<file path="src/rtl/isp_pkg.sv">
package isp_pkg;
  localparam int BYTE_W      = 8;
  localparam int FRAME_BYTES = 4;
  localparam int BYTE_CW     = $clog2(FRAME_BYTES);
  localparam int BIT_CW      = $clog2(BYTE_W);

  localparam logic [7:0] OPC_ENABLE  = 8'hAC;
  localparam logic [7:0] SYNC_TOKEN  = 8'h53;
  localparam logic [7:0] OPC_LOAD_LO = 8'h40;
  localparam logic [7:0] OPC_LOAD_HI = 8'h48;
  localparam logic [7:0] OPC_PAGE_WR = 8'h4C;
  localparam logic [7:0] OPC_EE_WR   = 8'hC0;
  localparam logic [7:0] OPC_RD_LO   = 8'h20;
  localparam logic [7:0] OPC_RD_HI   = 8'h28;
  localparam logic [7:0] OPC_EE_RD   = 8'hA0;

  typedef enum logic [2:0] {
    MOP_LOAD_LO = 3'd0,
    MOP_LOAD_HI = 3'd1,
    MOP_PAGE_WR = 3'd2,
    MOP_EE_WR   = 3'd3,
    MOP_RD_LO   = 3'd4,
    MOP_RD_HI   = 3'd5,
    MOP_EE_RD   = 3'd6,
    MOP_NONE    = 3'd7
  } mem_op_e;

  function automatic mem_op_e decode_op(input logic [7:0] opc);
    case (opc)
      OPC_LOAD_LO: decode_op = MOP_LOAD_LO;
      OPC_LOAD_HI: decode_op = MOP_LOAD_HI;
      OPC_PAGE_WR: decode_op = MOP_PAGE_WR;
      OPC_EE_WR:   decode_op = MOP_EE_WR;
      OPC_RD_LO:   decode_op = MOP_RD_LO;
      OPC_RD_HI:   decode_op = MOP_RD_HI;
      OPC_EE_RD:   decode_op = MOP_EE_RD;
      default:     decode_op = MOP_NONE;
    endcase
  endfunction

  function automatic logic op_is_read(input mem_op_e op);
    op_is_read = (op == MOP_RD_LO) || (op == MOP_RD_HI) || (op == MOP_EE_RD);
  endfunction

  function automatic logic op_is_write(input mem_op_e op);
    op_is_write = (op == MOP_LOAD_LO) || (op == MOP_LOAD_HI) ||
                  (op == MOP_PAGE_WR) || (op == MOP_EE_WR);
  endfunction

  function automatic logic op_sets_busy(input mem_op_e op);
    op_sets_busy = (op == MOP_PAGE_WR) || (op == MOP_EE_WR);
  endfunction
endpackage

</file>
<file path="src/rtl/isp_pin_sync.sv">
module isp_pin_sync #(
  parameter int STAGES = 2
) (
  input  logic clk,
  input  logic rst_n,
  input  logic sck_i,
  input  logic mosi_i,
  input  logic prog_n_i,
  output logic sck_rise,
  output logic sck_fall,
  output logic mosi_o,
  output logic active_o
);
  localparam int TOP = STAGES - 1;

  logic [TOP:0] sck_q, mosi_q, prog_q;
  logic         sck_last_q;

  always_ff @(posedge clk or negedge rst_n) begin
    if (!rst_n) begin
      sck_q      <= '0;
      mosi_q     <= '0;
      prog_q     <= '1;
      sck_last_q <= 1'b0;
    end else begin
      sck_q      <= {sck_q[TOP-1:0], sck_i};
      mosi_q     <= {mosi_q[TOP-1:0], mosi_i};
      prog_q     <= {prog_q[TOP-1:0], prog_n_i};
      sck_last_q <= sck_q[TOP];
    end
  end

  assign active_o = ~prog_q[TOP];
  assign mosi_o   = mosi_q[TOP];
  assign sck_rise = active_o &  sck_q[TOP] & ~sck_last_q;
  assign sck_fall = active_o & ~sck_q[TOP] &  sck_last_q;
endmodule

</file>
<file path="src/rtl/isp_frame_shift.sv">
module isp_frame_shift
  import isp_pkg::*;
(
  input  logic               clk,
  input  logic               rst_n,
  input  logic               active,
  input  logic               sck_rise,
  input  logic               sck_fall,
  input  logic               mosi,
  input  logic [BYTE_W-1:0]  tx_byte,
  output logic               byte_done,
  output logic [BYTE_CW-1:0] done_idx,
  output logic [BYTE_W-1:0]  done_byte,
  output logic [BYTE_CW-1:0] byte_cnt,
  output logic [BIT_CW-1:0]  bit_idx,
  output logic               miso
);
  localparam logic [BIT_CW-1:0]  BIT_TOP   = BIT_CW'(BYTE_W - 1);
  localparam logic [BYTE_CW-1:0] BYTE_LAST = BYTE_CW'(FRAME_BYTES - 1);

  logic [BIT_CW-1:0]  bit_q, bit_d;
  logic [BYTE_CW-1:0] cnt_q, cnt_d, didx_q, didx_d;
  logic [BYTE_W-1:0]  rx_q, rx_d, tx_q, tx_d, dbyte_q, dbyte_d;
  logic               done_q, done_d;

  always_comb begin
    bit_d   = bit_q;
    cnt_d   = cnt_q;
    rx_d    = rx_q;
    tx_d    = tx_q;
    didx_d  = didx_q;
    dbyte_d = dbyte_q;
    done_d  = 1'b0;
    if (!active) begin
      bit_d = BIT_TOP;
      cnt_d = '0;
      rx_d  = '0;
      tx_d  = '0;
    end else if (sck_rise) begin
      rx_d = {rx_q[BYTE_W-2:0], mosi};
      if (bit_q == '0) begin
        done_d  = 1'b1;
        didx_d  = cnt_q;
        dbyte_d = rx_d;
        bit_d   = BIT_TOP;
        cnt_d   = (cnt_q == BYTE_LAST) ? '0 : cnt_q + 1'b1;
      end else begin
        bit_d = bit_q - 1'b1;
      end
    end else if (sck_fall) begin
      if (bit_q == BIT_TOP) tx_d = tx_byte;
      else                  tx_d = {tx_q[BYTE_W-2:0], 1'b0};
    end
  end

  always_ff @(posedge clk or negedge rst_n) begin
    if (!rst_n) begin
      bit_q   <= BIT_TOP;
      cnt_q   <= '0;
      rx_q    <= '0;
      tx_q    <= '0;
      didx_q  <= '0;
      dbyte_q <= '0;
      done_q  <= 1'b0;
    end else begin
      bit_q   <= bit_d;
      cnt_q   <= cnt_d;
      rx_q    <= rx_d;
      tx_q    <= tx_d;
      didx_q  <= didx_d;
      dbyte_q <= dbyte_d;
      done_q  <= done_d;
    end
  end

  assign byte_done = done_q;
  assign done_idx  = didx_q;
  assign done_byte = dbyte_q;
  assign byte_cnt  = cnt_q;
  assign bit_idx   = bit_q;
  assign miso      = tx_q[BYTE_W-1];
endmodule

</file>
<file path="src/rtl/isp_cmd_ctrl.sv">
module isp_cmd_ctrl
  import isp_pkg::*;
(
  input  logic                clk,
  input  logic                rst_n,
  input  logic                active,
  input  logic                byte_done,
  input  logic [BYTE_CW-1:0]  done_idx,
  input  logic [BYTE_W-1:0]   done_byte,
  input  logic [BYTE_CW-1:0]  byte_cnt,
  input  logic [BYTE_W-1:0]   mem_rdata,
  input  logic                mem_done,
  output logic [BYTE_W-1:0]   tx_byte,
  output logic                mem_req,
  output logic [2:0]          mem_op,
  output logic [2*BYTE_W-1:0] mem_addr,
  output logic [BYTE_W-1:0]   mem_wdata,
  output logic                synced,
  output logic                locked,
  output logic                busy
);
  localparam logic [BYTE_CW-1:0] IDX_ADDR_HI = BYTE_CW'(1);
  localparam logic [BYTE_CW-1:0] IDX_ADDR_LO = BYTE_CW'(2);
  localparam logic [BYTE_CW-1:0] IDX_DATA    = BYTE_CW'(3);

  logic [BYTE_W-1:0]   opc_q, opc_d, ahi_q, ahi_d, alo_q, alo_d;
  logic [BYTE_W-1:0]   rdata_q, rdata_d, wdata_q, wdata_d;
  logic [2*BYTE_W-1:0] addr_q, addr_d;
  mem_op_e             op_q, op_d, cur_op;
  logic synced_q, synced_d, locked_q, locked_d, busy_q, busy_d;
  logic echo_q, echo_d, rd_q, rd_d, rdw_q, rdw_d, req_q, req_d;

  assign cur_op = decode_op(opc_q);

  always_comb begin
    opc_d = opc_q;   ahi_d = ahi_q;   alo_d = alo_q;
    rdata_d = rdata_q; wdata_d = wdata_q; addr_d = addr_q; op_d = op_q;
    synced_d = synced_q; locked_d = locked_q; busy_d = busy_q;
    echo_d = echo_q; rd_d = rd_q;
    rdw_d = 1'b0;
    req_d = 1'b0;
    if (rdw_q)    rdata_d = mem_rdata;
    if (mem_done) busy_d  = 1'b0;
    if (!active) begin
      synced_d = 1'b0;
      locked_d = 1'b0;
      echo_d   = 1'b0;
      rd_d     = 1'b0;
    end else if (byte_done) begin
      if (done_idx == IDX_ADDR_HI) begin
        ahi_d  = done_byte;
        echo_d = (opc_q == OPC_ENABLE) && (done_byte == SYNC_TOKEN) && !locked_q;
      end else if (done_idx == IDX_ADDR_LO) begin
        alo_d = done_byte;
        rd_d  = synced_q && op_is_read(cur_op);
        if (rd_d) begin
          req_d   = 1'b1;
          rdw_d   = 1'b1;
          op_d    = cur_op;
          addr_d  = {ahi_q, done_byte};
          wdata_d = '0;
        end
      end else if (done_idx == IDX_DATA) begin
        if (!synced_q) begin
          if (opc_q != OPC_ENABLE)                       locked_d = 1'b1;
          else if (ahi_q == SYNC_TOKEN && !locked_q)     synced_d = 1'b1;
        end else if (op_is_write(cur_op) && !busy_q) begin
          req_d   = 1'b1;
          op_d    = cur_op;
          addr_d  = {ahi_q, alo_q};
          wdata_d = done_byte;
          if (op_sets_busy(cur_op)) busy_d = 1'b1;
        end
      end else begin
        opc_d = done_byte;
      end
    end
  end

  always_ff @(posedge clk or negedge rst_n) begin
    if (!rst_n) begin
      opc_d_reg_reset();
    end else begin
      opc_q <= opc_d;   ahi_q <= ahi_d;   alo_q <= alo_d;
      rdata_q <= rdata_d; wdata_q <= wdata_d; addr_q <= addr_d; op_q <= op_d;
      synced_q <= synced_d; locked_q <= locked_d; busy_q <= busy_d;
      echo_q <= echo_d; rd_q <= rd_d; rdw_q <= rdw_d; req_q <= req_d;
    end
  end

  task automatic opc_d_reg_reset();
    opc_q <= '0;   ahi_q <= '0;   alo_q <= '0;
    rdata_q <= '0; wdata_q <= '0; addr_q <= '0; op_q <= MOP_NONE;
    synced_q <= 1'b0; locked_q <= 1'b0; busy_q <= 1'b0;
    echo_q <= 1'b0; rd_q <= 1'b0; rdw_q <= 1'b0; req_q <= 1'b0;
  endtask

  always_comb begin
    if (byte_cnt == IDX_ADDR_LO)   tx_byte = echo_q ? ahi_q : '0;
    else if (byte_cnt == IDX_DATA) tx_byte = rd_q ? rdata_q : '0;
    else                           tx_byte = '0;
  end

  assign mem_req   = req_q;
  assign mem_op    = op_q;
  assign mem_addr  = addr_q;
  assign mem_wdata = wdata_q;
  assign synced    = synced_q;
  assign locked    = locked_q;
  assign busy      = busy_q;
endmodule

</file>
<file path="src/rtl/isp_target.sv">
module isp_target
  import isp_pkg::*;
#(
  parameter int SYNC_STAGES = 2
) (
  input  logic        clk,
  input  logic        rst_n,
  input  logic        isp_sck,
  input  logic        isp_mosi,
  output logic        isp_miso,
  input  logic        prog_n,
  output logic        mem_req,
  output logic [2:0]  mem_op,
  output logic [15:0] mem_addr,
  output logic [7:0]  mem_wdata,
  input  logic [7:0]  mem_rdata,
  input  logic        mem_done
);
  logic               sck_rise, sck_fall, mosi_s, active;
  logic               byte_done;
  logic [BYTE_CW-1:0] done_idx, byte_cnt;
  logic [BYTE_W-1:0]  done_byte, tx_byte;
  logic [BIT_CW-1:0]  bit_idx;
  logic               synced, locked, busy;

  isp_pin_sync #(.STAGES(SYNC_STAGES)) u_sync (
    .clk(clk), .rst_n(rst_n), .sck_i(isp_sck), .mosi_i(isp_mosi),
    .prog_n_i(prog_n), .sck_rise(sck_rise), .sck_fall(sck_fall),
    .mosi_o(mosi_s), .active_o(active)
  );

  isp_frame_shift u_shift (
    .clk(clk), .rst_n(rst_n), .active(active), .sck_rise(sck_rise),
    .sck_fall(sck_fall), .mosi(mosi_s), .tx_byte(tx_byte),
    .byte_done(byte_done), .done_idx(done_idx), .done_byte(done_byte),
    .byte_cnt(byte_cnt), .bit_idx(bit_idx), .miso(isp_miso)
  );

  isp_cmd_ctrl u_ctrl (
    .clk(clk), .rst_n(rst_n), .active(active), .byte_done(byte_done),
    .done_idx(done_idx), .done_byte(done_byte), .byte_cnt(byte_cnt),
    .mem_rdata(mem_rdata), .mem_done(mem_done), .tx_byte(tx_byte),
    .mem_req(mem_req), .mem_op(mem_op), .mem_addr(mem_addr),
    .mem_wdata(mem_wdata), .synced(synced), .locked(locked), .busy(busy)
  );
endmodule

</file>
<file path="config.mk">
export PLATFORM = sky130hd
export DESIGN_NAME = isp_target
export DESIGN_NICKNAME = d
export VERILOG_FILES = /design/src/rtl/isp_pkg.sv /design/src/rtl/isp_pin_sync.sv /design/src/rtl/isp_frame_shift.sv /design/src/rtl/isp_cmd_ctrl.sv /design/src/rtl/isp_target.sv
export SDC_FILE = /design/constraint.sdc
export NUM_CORES = 1
export LEC_CHECK = 0
export BUFFER_PORTS_ARGS = -buffer_cell sky130_fd_sc_hd__buf_2
export CORE_ASPECT_RATIO = 0.7
export CORE_UTILIZATION = 40
export DETAILED_ROUTE_END_ITERATION = 8
export GPL_TIMING_DRIVEN = 0
export PLACE_DENSITY = 0.71
export SYNTH_ARGS = -nofsm -noshare
export SYNTH_HDL_FRONTEND = slang
export SYNTH_SLANG_ARGS = --single-unit
</file>
<file path="constraint.sdc">
create_clock -name clk -period 1.98 [get_ports clk]
set_input_delay 0 -clock clk [delete_from_list [all_inputs] [get_ports clk]]
set_output_delay 0 -clock clk [all_outputs]
set_load 0.005 [all_outputs]
</file>
# Word-level counts from Yosys, hierarchy flattened
# Cells that the tools add are included.
totals:
  ff_bits: 104
  in_bits: 14
  out_inout_bits: 29
  wordCells: 181
classes:
  add_sub_neg: 2
  n_eq_ne: 28
  muxes: 79
  bitwise_logic: 10
  reduce_logical: 37
op_table:
  columns: ["op", "count"]
  rows:
  - ["2-to-1 mux 8 bit", 13]
  - ["2-to-1 mux 16 bit", 5]
  - ["2-to-1 mux 1 bit", 46]
  - ["== test 8 x 7 -> 1 bit (second input constant)", 5]
  - ["== test 8 bit (second input constant)", 3]
  - ["2-to-1 mux 3 bit", 8]
  - ["nonzero test 2 bit", 11]
  - ["one-hot mux 3 bit (7 select lines)", 1]
  - ["== test 8 x 6 -> 1 bit (second input constant)", 2]
  - ["2-to-1 mux 7 bit", 2]
  - ["== test 3 bit (second input constant)", 4]
  - ["AND reduction 3 bit", 3]
  - ["== test 2 bit (second input constant)", 4]
  - ["2-to-1 mux 2 bit", 4]
  - ["inequality test 2 bit (second input constant)", 4]
  - ["inequality test 8 bit (second input constant)", 1]
  - ["AND reduction 4 bit", 2]
  - ["AND reduction 7 bit", 1]
  - ["== test 3 x 2 -> 1 bit (second input constant)", 2]
  - ["logical NOT 3 bit", 2]
  - ["logical OR 1 bit", 6]
  - ["inverter 1 bit", 6]
  - ["AND reduction 2 bit", 3]
  - ["AND reduction 6 bit", 1]
  - ["other kinds (9)", 17]

# Logic depth before layout (Yosys ltp)
logic_depth:
  word_depth: 14
  depth_mapped: 8
  ltp_nobuf: 7

# Modules after synthesis
# From an unflattened synthesis, not the netlist that was laid out.
unflattened:
  cells_unflattened: 347
  area_unflattened_um2: 4575.6
modules_own_cells:
  columns: ["module", "instances", "cells_per_inst", "area_per_inst_um2", "seq_area_each_um2"]
  rows:
  - ["isp_cmd_ctrl", 1, 232, 2961.6, 1655.3]
  - ["isp_frame_shift", 1, 105, 1417.6, 779.5]
  - ["isp_pin_sync", 1, 10, 196.4, 177.7]

# Worst setup path before layout
# No wires, ideal clock.
synth_path:
  path_type: "register to register"
  startpoint: "register u_ctrl.opc_q[1]"
  endpoint: "register u_ctrl.addr_q[14] (netlist: u_ctrl.mem_addr[14])"
  setup_ns: 0.125
  t_arrival_ns: 1.797
  required_ns: 1.855
  path_slack_ns: 0.058
  path_stages_with_launch: 7
  n_path_buf: 2
  period_less_slack_ns: 1.922
  cell_sequence: "dfrtp_1 -> nor3_4 -> nand4_2 -> a221o_1 -> buf_6 -> buf_8 -> mux2_4"
synth_between:
  elab_chain_cells: 9
  word_cells_on_any_way: 25
  cone_classes: "eq/ne (14); mux (1); reduce/logical (10)"
synth_rtl:
  columns: ["element", "line", "text"]
  rows:
  - ["start: declaration", "isp_cmd_ctrl.sv:26", "logic [BYTE_W-1:0] opc_q, opc_d, ahi_q, ahi_d, alo_q, alo_d;"]
  - ["start signal: assignment", "isp_cmd_ctrl.sv:84", "opc_q <= opc_d; ahi_q <= ahi_d; alo_q <= alo_d;"]
  - ["== test 8 bit (tied with other cells)", "isp_pkg.sv:29", "case (opc)"]
  - ["one-hot mux 3 bit (7 select lines) (*)", "isp_pkg.sv:29", null]
  - ["== test 3 x 1 -> 1 bit / logical NOT 3 bit (equally long branches)", "isp_pkg.sv:46", "op_is_write = (op == MOP_LOAD_LO) || (op == MOP_LOAD_HI) ||"]
  - ["logical OR 1 bit (2 in a row)", "isp_pkg.sv:46", null]
  - ["logical OR 1 bit", "isp_pkg.sv:47", "(op == MOP_PAGE_WR) || (op == MOP_EE_WR);"]
  - ["logical AND 1 bit", "isp_cmd_ctrl.sv:67", "end else if (op_is_write(cur_op) && !busy_q) begin"]
  - ["nonzero test 2 bit (no line)", null, null]
  - ["AND reduction 7 bit (no line) (*)", null, null]
  - ["end signal: assignment", "isp_cmd_ctrl.sv:85", "rdata_q <= rdata_d; wdata_q <= wdata_d; addr_q <= addr_d; op_q <= op_d;"]
  - ["end: declaration", "isp_cmd_ctrl.sv:28", "logic [2*BYTE_W-1:0] addr_q, addr_d;"]
# Every way passes the cells marked *; elsewhere a longest branch is shown, timed or not.
# A chain may end at the register's enable or synchronous reset.

# Worst setup path in the final report
layout_path:
  startpoint: "register u_ctrl.opc_q[4]"
  endpoint: "register u_ctrl.addr_q[14] (netlist: u_ctrl.mem_addr[14])"
# Same word-level chain as after synthesis.

==> flow_summary_export.csv <==
group,metric,value,unit
run_status,status,"finished with violations",
route,wl_per_cell,16.5,um
timing,clock.fmax,0.501,GHz
worst_setup_path,cp.required,2.21,ns
synth,synth-seq-cells,104,
cells_and_area,nets,444,
synth,synth_top_area_frac,0.545,
route,drt_wl_total,9.53,mm
route,num_vias,3040,
die,dieHeight,89.8,um
power,power.leakage,2.60,nW
worst_setup_path,path_max_fanout,10,
timing,setup_ws,-0.0170,ns
global_route,grt_max_degree,76,
global_route,met1_usage,0.262,
synth,ys_types,47,
synth,syn-num-nets,370,
timing,fin_setup_tns,-0.0170,ns
global_route,grt_usage,0.178,
cells_and_area,n_antenna_cell,0,
clocking,cts_tree,"done",
timing,min_period_over_period,1.01,
placed_design,port_buffers,42,
route,drcViolationCount,0,
power,p_per_area,771,mW/mm^2
cells_and_area,fin_cells,578,
global_route,grt_util_met2,0.260,
die,die_w,127,um
route,ant_nets,0,
timing,skew,0.00919,ns
worst_setup_path,crit_family,"compound AO/OA/AOI/OAI gates",
synth,synth_top_flop_cell,"dfrtp_1",
worst_setup_path,cp_slowest_cell,"dfrtp_1",
cells_and_area,synthToLayoutAreaGrowth,24.6,%
timing,rsz0062_at_grt,"yes",
clocking,cts.clk_slew.worst_paths,0.07,ns
die,start_util,0.419,
die,num_rows,31,
synth,syn_inst,351,
worst_setup_path,slowest_delay,0.41,ns
synth,ys_seq_area_frac,0.593,
timing,setup_viol,1,
route,dr.pass1.iters,4,
worst_setup_path,worst-path-buf-inv,3,
clocking,root_buffer,"clkbuf_16",
worst_setup_path,path_depth,7,
global_route,grt_pass1_vias,3005,
global_route,grt_pass1_wl,15.6,mm
clocking,numCtsBuffers,9,
synth,syn_area_per_cell,12.6,sq um
worst_setup_path,arrival,2.23,ns
route,dr.first_iter.drc_count,230,
synth,synth_area,0.00441,sq mm
cells_and_area,drive_above_1_share,0.365,
synth,yosys_warnings,0,
worst_setup_path,start_kind,"flip-flop",
power,ir_worst_vdd,0.000409,V
worst_setup_path,path_cells,"nor3_4 > buf_12 > o2111ai_4 > a221o_1 > buf_6 > buf_8 > mux2_4",
placed_design,dp.cells,542,
timing,relSlewSlack,0.589,
die,dieArea,0.0114,sq mm
clocking,htree_levels,3,
run_status,failed_checks,"setup timing",
clocking,numClockSinks,104,
synth,synth_top_cell_by_area,"dfrtp_1",
timing,worst_pin_slew,0.614,ns
route,avgViaCountPerCell,5.26,
synth,synthTopCellsByArea,"dfrtp_1 (55%), mux2_2 (13%), dfstp_2 (4.8%)",
die,io_pins,43,
worst_setup_path,end_kind,"flip-flop",
global_route,antenna_found_initial,0,
timing,drv_slew,0,
min_path,min_path_type,"in -> async",
run,maxCapViolCount,0,
global_route,grt_overflow,0,
die,core-area,0.0105,sq mm
synth,synth_edf_count,0,
clocking,clk_latency,0.34,ns
synth,synthArstFlopShare,1.00,
cells_and_area,fillers,915,
placed_design,dp_hpwl,6.37,mm
placed_design,gp_congestion,0.787,
worst_setup_path,crit_type,"reg -> reg",
timing,hold_viol,0,
timing,finalCriticalPeriod,2.00,ns
clocking,clock_path_buffers,2,
global_route,top_usage_layer,"met1",
global_route,grtUsageMet3,0.0464,
worst_setup_path,reg2regPathDepth,7,
[what timing repair did]
action                                 in CTS  in global routing
setup endpoints to repair                  53                 36
buffers inserted                            5                  6
gates resized for setup                    10                 14
endpoints found under the hold margin      41                  0
hold buffers                               13                  0
pin swaps                                   4                  2
[logic make-up (layout without fill, tap and decap cells)]
family | after synthesis | count (layout) | synth area share
adder cells (fa/ha/maj) | 5 | 5 | 0.0142
buffers and inverters | 24 | 103 | 0.0250
multiplexers | 50 | 50 | 0.129
AND/OR/NAND/NOR | 91 | 91 | 0.110
AO/OA/AOI/OAI | 77 | 77 | 0.129
flip-flops | 104 | 104 | 0.593
[registers in the layout, summed over array words and instances, names as in the netlist, 2 cells and up]
name	count
u_ctrl.mem_op	3
u_sync.mosi_q	2
u_ctrl.opc_q	8
u_sync.sck_q	2
u_shift.tx_q	8
u_ctrl.alo_q	8
u_shift.byte_cnt	2
u_shift.bit_idx	3
u_ctrl.ahi_q	8
u_shift.done_byte	8
u_shift.done_idx	2
u_ctrl.rdata_q	8
u_ctrl.mem_wdata	8
u_shift.rx_q	7
u_sync.prog_q	2
u_ctrl.mem_addr	16
[cells in the mapped netlist, types with 3 or more instances]
library cell / instances
dfstp_2: 8
nor2b_1: 4
a2bb2oi_1: 8
inv_1: 7
nand2b_1: 4
o22ai_1: 8
a22oi_1: 9
a22o_1: 9
o21ai_0: 5
clkbuf_1: 13
mux2_2: 49
ha_1: 5
dfrtp_1: 96
nand2_1: 31
nor2_1: 25
a21oi_1: 23
nand3_1: 3
a211o_1: 7
nor3_1: 4
[worst paths after layout]
| path | from | endpoint | slack [ns] |
|---|---|---|---|
| worst max-delay path | u_ctrl.opc_q[4] | u_ctrl.mem_addr[14] | -0.02 |
| worst min-delay path | rst_n | u_ctrl.mem_addr[8] | 0.13 |
| worst max register to register | u_ctrl.opc_q[4] | u_ctrl.mem_addr[14] | -0.02 |
| worst min register to register | u_sync.mosi_q[0] | u_sync.mosi_q[1] | 0.35 |
| max in group asynchronous | rst_n | u_ctrl.mem_op[1] | 1.12 |
| min in group clk | isp_sck | u_sync.sck_q[0] | 0.29 |
[layout make-up]
class	instances	area [sq um]	share of cell area
Buffer	13	77.6	0.0141
Clock buffer	10	239	0.0435
Clock inverter	6	90.1	0.0164
Inverter	7	26.3	0.00479
Multi-Input combinational cell	223	1780	0.324
Sequential cell	104	2610	0.476
Tap cell	148	185	0.0337
Timing Repair Buffer	67	482	0.0878
[worst reg2reg max path: cells and delay by family (launching register included)]
family	cells	cell delay, ns
and+or+nand+nor	1	0.23
DFF	1	0.41
AOI/OAI and AO/OA	2	0.53
buffers and inverters	3	0.43
muxes	1	0.29
[cell usage in the layout (no fill, tap or decap), types with 3 or more instances in the layout]
cell / netlist / routed
dfstp_2: 8 / 8
buf_4: 0 / 10
o22ai_1: 8 / 8
a2bb2oi_2: 0 / 5
a211o_1: 7 / 7
mux2_2: 49 / 49
nor2b_1: 4 / 4
a22oi_1: 9 / 9
dlygate4sd3_1: 0 / 13
nor3_4: 1 / 3
ha_1: 5 / 5
nor2_1: 25 / 22
inv_1: 7 / 7
nand2b_1: 4 / 4
nand2_1: 31 / 30
a22o_1: 9 / 9
dfrtp_1: 96 / 96
o21ai_0: 5 / 5
clkbuf_1: 13 / 6
a21oi_1: 23 / 22
nand3_1: 3 / 3
clkbuf_16: 0 / 9
buf_2: 1 / 41
nor3_1: 4 / 4
a2bb2oi_1: 8 / 3
[report_power, final]
part           leakage, nW  internal, W  switching [W]
registers             1.41      0.00214      0.0000149
logic                 1.03    0.0000556      0.0000881
clock network        0.159      0.00115       0.000778
[routing by layer]
metal | wire length, um | vias up
met1 | 4660 | 1555
met2 | 4290 | 69
met5 | 0 | -
met4 | 76 | 0
met3 | 505 | 9
li1 | - | 1407
[stage by stage]
step,worst slack (ns),utilization,power (W),cell area (sq um),hold slack [ns]
after floorplan,0.0578,-,0.00224,4410,-0.296
after global placement,-0.166,0.457,0.00231,4800,0.106
after detailed placement,-0.188,0.460,0.00232,4830,-0.0469
after CTS,-0.00880,0.512,0.00428,5390,0.136
after global routing,-0.0547,0.522,0.00439,5490,0.154
final,-0.0170,0.522,0.00423,5490,0.132
No activity file was read; power rests on OpenSTA's default activity.
